==> src/rtl/jtag_aux_tap.sv <==
`timescale 1ns/1ps
module jtag_aux_tap #(
  parameter logic [31:0] IDCODE_VALUE = 32'h4B6A_D0E5
) (
  input  logic       tck,
  input  logic       trst_n,
  input  logic       tms,
  input  logic       tdi,
  output logic       tdo,
  output logic       tdo_en,
  output logic [2:0] aux_tms,
  output logic [2:0] aux_tdi,
  input  logic [2:0] aux_tdo,
  input  logic [2:0] aux_tdo_en
);

  typedef enum logic [3:0] {
    EX2DR = 4'h0, EX1DR = 4'h1, SHDR = 4'h2, PSDR = 4'h3,
    SELIR = 4'h4, UPDR  = 4'h5, CAPDR = 4'h6, SELDR = 4'h7,
    EX2IR = 4'h8, EX1IR = 4'h9, SHIR = 4'hA, PSIR = 4'hB,
    RTI   = 4'hC, UPIR  = 4'hD, CAPIR = 4'hE, TLR  = 4'hF
  } tap_e;

  localparam logic [4:0] OP_IDCODE = 5'b00001;
  localparam logic [4:0] OP_AUX0   = 5'b00011;
  localparam logic [4:0] OP_AUX2   = 5'b00101;

  tap_e        st, nxt;
  logic [4:0]  ir_q, ir_sr;
  logic        bp_q;
  logic [31:0] id_sr;
  logic [1:0]  owner;
  logic        paused;
  logic        tdo_q, en_q;
  logic        grant_ok;
  logic [4:0]  grant_off;

  always_comb begin
    case (st)
      TLR:   nxt = tms ? TLR   : RTI;
      RTI:   nxt = tms ? SELDR : RTI;
      SELDR: nxt = tms ? SELIR : CAPDR;
      CAPDR: nxt = tms ? EX1DR : SHDR;
      SHDR:  nxt = tms ? EX1DR : SHDR;
      EX1DR: nxt = tms ? UPDR  : PSDR;
      PSDR:  nxt = tms ? EX2DR : PSDR;
      EX2DR: nxt = tms ? UPDR  : SHDR;
      UPDR:  nxt = tms ? SELDR : RTI;
      SELIR: nxt = tms ? TLR   : CAPIR;
      CAPIR: nxt = tms ? EX1IR : SHIR;
      SHIR:  nxt = tms ? EX1IR : SHIR;
      EX1IR: nxt = tms ? UPIR  : PSIR;
      PSIR:  nxt = tms ? EX2IR : PSIR;
      EX2IR: nxt = tms ? UPIR  : SHIR;
      UPIR:  nxt = tms ? SELDR : RTI;
      default: nxt = TLR;
    endcase
  end

  assign grant_ok  = (ir_sr >= OP_AUX0) && (ir_sr <= OP_AUX2);
  assign grant_off = ir_sr - 5'd2;

  always_ff @(posedge tck or negedge trst_n) begin
    if (!trst_n) begin
      st     <= TLR;
      ir_q   <= OP_IDCODE;
      owner  <= 2'd0;
      paused <= 1'b0;
    end else begin
      st <= nxt;
      if (nxt == TLR) begin
        ir_q   <= OP_IDCODE;
        owner  <= 2'd0;
        paused <= 1'b0;
      end else begin
        if (st == PSDR)
          paused <= 1'b1;
        else if (st == CAPDR)
          paused <= 1'b0;
        if (owner == 2'd0 && st == UPIR) begin
          ir_q <= ir_sr;
          if (grant_ok)
            owner <= grant_off[1:0];
        end else if (owner != 2'd0 && nxt == UPDR && paused) begin
          owner <= 2'd0;
        end
      end
    end
  end

  always_ff @(posedge tck or negedge trst_n) begin
    if (!trst_n) begin
      ir_sr <= 5'd0;
      bp_q  <= 1'b0;
      id_sr <= IDCODE_VALUE;
    end else if (owner == 2'd0) begin
      case (st)
        CAPIR: ir_sr <= OP_IDCODE;
        SHIR:  ir_sr <= {tdi, ir_sr[4:1]};
        CAPDR: begin
          bp_q  <= 1'b0;
          id_sr <= IDCODE_VALUE;
        end
        SHDR: begin
          bp_q  <= tdi;
          id_sr <= {tdi, id_sr[31:1]};
        end
        default: ;
      endcase
    end
  end

  always_ff @(negedge tck or negedge trst_n) begin
    if (!trst_n) begin
      tdo_q <= 1'b0;
      en_q  <= 1'b0;
    end else begin
      case (st)
        SHIR: begin
          tdo_q <= ir_sr[0];
          en_q  <= 1'b1;
        end
        SHDR: begin
          tdo_q <= (ir_q == OP_IDCODE) ? id_sr[0] : bp_q;
          en_q  <= 1'b1;
        end
        default: begin
          tdo_q <= 1'b0;
          en_q  <= 1'b0;
        end
      endcase
    end
  end

  for (genvar i = 0; i < 3; i++) begin : g_fwd
    assign aux_tms[i] = (owner == 2'(i + 1)) & tms;
    assign aux_tdi[i] = (owner == 2'(i + 1)) & tdi;
  end

  always_comb begin
    case (owner)
      2'd1:    begin tdo = aux_tdo[0]; tdo_en = aux_tdo_en[0]; end
      2'd2:    begin tdo = aux_tdo[1]; tdo_en = aux_tdo_en[1]; end
      2'd3:    begin tdo = aux_tdo[2]; tdo_en = aux_tdo_en[2]; end
      default: begin tdo = tdo_q;      tdo_en = en_q;          end
    endcase
  end

endmodule

==> config.mk <==
export PLATFORM = sky130hd
export DESIGN_NAME = jtag_aux_tap
export DESIGN_NICKNAME = d
export VERILOG_FILES = /design/src/rtl/jtag_aux_tap.sv
export SDC_FILE = /design/constraint.sdc
export NUM_CORES = 1
export LEC_CHECK = 0
export ABC_AREA = 1
export BUFFER_PORTS_ARGS = -buffer_cell sky130_fd_sc_hd__buf_2
export CORE_AREA = 3 3 83 66
export DETAILED_ROUTE_END_ITERATION = 7
export DIE_AREA = 0 0 86 69
export GPL_ROUTABILITY_DRIVEN = 0
export GPL_TIMING_DRIVEN = 0
export PLACE_DENSITY = 0.74
export SLEW_MARGIN = 0
export SYNTH_ARGS = -nofsm -noshare
export SYNTH_HDL_FRONTEND = slang
export SYNTH_SLANG_ARGS = --single-unit
export TNS_END_PERCENT = 20
==> constraint.sdc <==
create_clock -name tck -period 2.18 [get_ports tck]
set_input_delay 0.654 -clock tck [delete_from_list [all_inputs] [get_ports tck]]
set_output_delay 0.654 -clock tck [all_outputs]
set_load 0.02 [all_outputs]
==> results.sh <==
export IMPL_status="finished, violations left"
export IMPL_violations="negative setup slack"
export IMPL_fin_ws_ps=-542
export IMPL_clk_pin_slew_ps=90
export IMPL_port_buffers=17
export IMPL_ant_nets=0
export IMPL_hold_viol=0
export IMPL_slowest_stage="dfrtn_1"
export IMPL_drt_first_pass_iters=4
export IMPL_whs_ps=364
export IMPL_finalSetupViolCount=3
export IMPL_die_h_um=69
export IMPL_cts_max_level=2
export IMPL_layout_nets=287
export IMPL_root_buffer="clkbuf_8"
export IMPL_cp_arrival_ps=2070
export IMPL_synth_nets=263
export IMPL_grt_pass1_vias=1751
export IMPL_relSlewSlack_pct=59.2
export IMPL_min_path_type="in -> async"
export IMPL_via_per_inst=5.14
export IMPL_overflow=0
export IMPL_cts_hold_buf=0
export IMPL_tightest_slew_ps=612
export IMPL_synthFlopType="dfrtp_1"
export IMPL_synth_area_top_cells="dfrtp_1 29%, dfstp_2 23%, inv_1 8.3%"
export IMPL_grt_usage_pct=16.1
export IMPL_syn_area_sq_um=2390
export IMPL_ys_seq_area_share_pct=54.6
export IMPL_cp_required_ps=1530
export IMPL_clockBufferDepth=2
export IMPL_synth_seq_cells=51
export IMPL_maxSlewViolCount=0
export IMPL_layout_drive_gt1_share_pct=28.8
export IMPL_ir_drop_uv=787
export IMPL_rsz0062_at_grt="true"
export IMPL_ioPinCount=18
export IMPL_antenna_found_initial=0
export IMPL_nFillCells=425
export IMPL_synth_edf_count=0
export IMPL_clock_latency_ps=300
export IMPL_synth_async_reset_ratio_pct=100
export IMPL_vias=1737
export IMPL_cellLeakagePower_nw=1.36
export IMPL_cts_sinks=51
export IMPL_synth_cells=253
export IMPL_synth_top_area_share_pct=29.4
export IMPL_total_power_w=0.00411
export IMPL_ff_latch_area_sq_um=1300
export IMPL_yosysUniqueCellTypes=36
export IMPL_initial_core_util_pct=50.1
export IMPL_grt_max_degree=52
export IMPL_core_area_sq_um=4760
export IMPL_multi_input_area_sq_um=812
export IMPL_wirelength_mm=4.45
export IMPL_powerDensity_nw_per_um2=1520
export IMPL_synth_avg_cell_area_sq_um=9.43
export IMPL_fp_row_count=22
export IMPL_cts_buffers=5
export IMPL_worstSetupStartpointType="register"
export IMPL_areaGrowthSynthToFinish_pct=13.0
export IMPL_wl_per_cell_um=13.2
export IMPL_synth_area_leader_cell="dfrtp_1"
export IMPL_die_w_um=86
export IMPL_fin_setup_tns_ps=-1230
export IMPL_stdcell_count=338
export IMPL_crit_fanout=1
export IMPL_dpl_hpwl_mm=3.18
export IMPL_skew_ps=10.9
export IMPL_end_kind="output pin"
export IMPL_dp_cells=330
export IMPL_cts_tree="done"
export IMPL_num_antenna_cells=0
export IMPL_post_route_drc_count=0
export IMPL_die_area_sq_um=5930
export IMPL_cap_violations=0
export IMPL_crit_type="reg -> out"
export IMPL_r2r_slack_ps=-170
export IMPL_path_cells="nor2_1, a21oi_2, buf_4"
export IMPL_path_buf_inv=1
export IMPL_drt_iter0_markers=137
export IMPL_grt_pass1_wl_mm=7.89
export IMPL_path_delay_family="flip-flops"
export IMPL_max_stage_delay_ps=390
export IMPL_yosys_warnings=0
kinds of logic (layout without fill, tap and decap cells):
kind of cell,Yosys count,count (layout),synth area share (%)
and+or+nand+nor,80,80,18.3
AOI/OAI and AO/OA,55,55,15.4
DFF,51,51,54.6
buffers and inverters,67,92,11.7
synth_stat cells, types with 6 or more instances:
cell	number
nor2_1	23
nand2_1	25
dfrtp_1	28
inv_2	6
inv_1	53
dfstp_2	21
o22ai_1	21
o21ai_0	7
nand3_1	8
a22oi_1	15
cells in the final DEF (no fill, tap or decap), types with 3 or more instances in the layout:
cell	count
dfstp_2	21
nand3_1	8
nand2_1	25
nand2_2	3
nand3_2	4
nor2_4	4
dfrtp_1	28
o21ai_0	6
o22ai_1	21
inv_1	53
clkbuf_8	5
a22oi_1	15
inv_2	6
nand4_1	4
nor2_1	23
o21ai_1	3
buf_4	5
buf_2	17
per-layer routing:
layer,part of all wire (%),up-vias,track usage (%)
li1,-,874,-
met1,51,838,24.3
met2,45,23,23.0
met3,3.6,2,4.54
met4,0.47,0,3.16
met5,0,-,0
registers in the layout, indices dropped and copies added (netlist names):
signal  flops
paused      1
ir_sr       5
id_sr      31
ir_q        5
owner       2
en_q        1
bp_q        1
tdo_q       1
st          4
metrics by stage:
step                      util, %  instance area [sq um]  setup WS [ps]
final                        56.6                   2700           -542
after global routing         56.6                   2700           -580
after CTS                    56.6                   2700           -546
after detailed placement     53.5                   2550           -432
after global placement       53.5                   2550           -431
after floorplan                 -                   2390           -194
path summary, 6_finish.rpt:
check,from,end,cells after the start
min,trst_n,id_sr[26]$_DFFE_PN0P_,1
min in group tck,id_sr[7]$_DFFE_PN1P_,id_sr[6]$_DFFE_PN1P_,2
max reg2reg,st[0]$_DFF_PN1_,tdo_q$_DFF_NN0_,7
max,en_q$_DFF_NN0_,tdo_en,3
min reg2reg,id_sr[7]$_DFFE_PN1P_,id_sr[6]$_DFFE_PN1P_,2
max in group asynchronous,trst_n,en_q$_DFF_NN0_,1
where the power goes:
part	total (W)	switching, W	internal, W
clock network	0.000745	0.000287	0.000458
registers	0.00166	0.000174	0.00149
logic	0.00170	0.00108	0.000628
total	0.00411	0.00154	0.00257
repair_timing:
action | CTS | global route
endpoints found under the setup margin | 5 | 3
pin swaps | 1 | 0
resized for setup | 5 | 0
buffers inserted | 0 | 0
layout make-up:
type | count | area share (%)
repair buffers | 17 | 3.44
clock inverters | 2 | 2.23
plain buffers | 7 | 1.95
well taps | 60 | 2.79
flip-flops and latches | 51 | 48.3
multi-input cells | 135 | 30.1
inverters | 60 | 8.45
clock buffers | 6 | 2.69
Power figures use the tool's default switching activity.
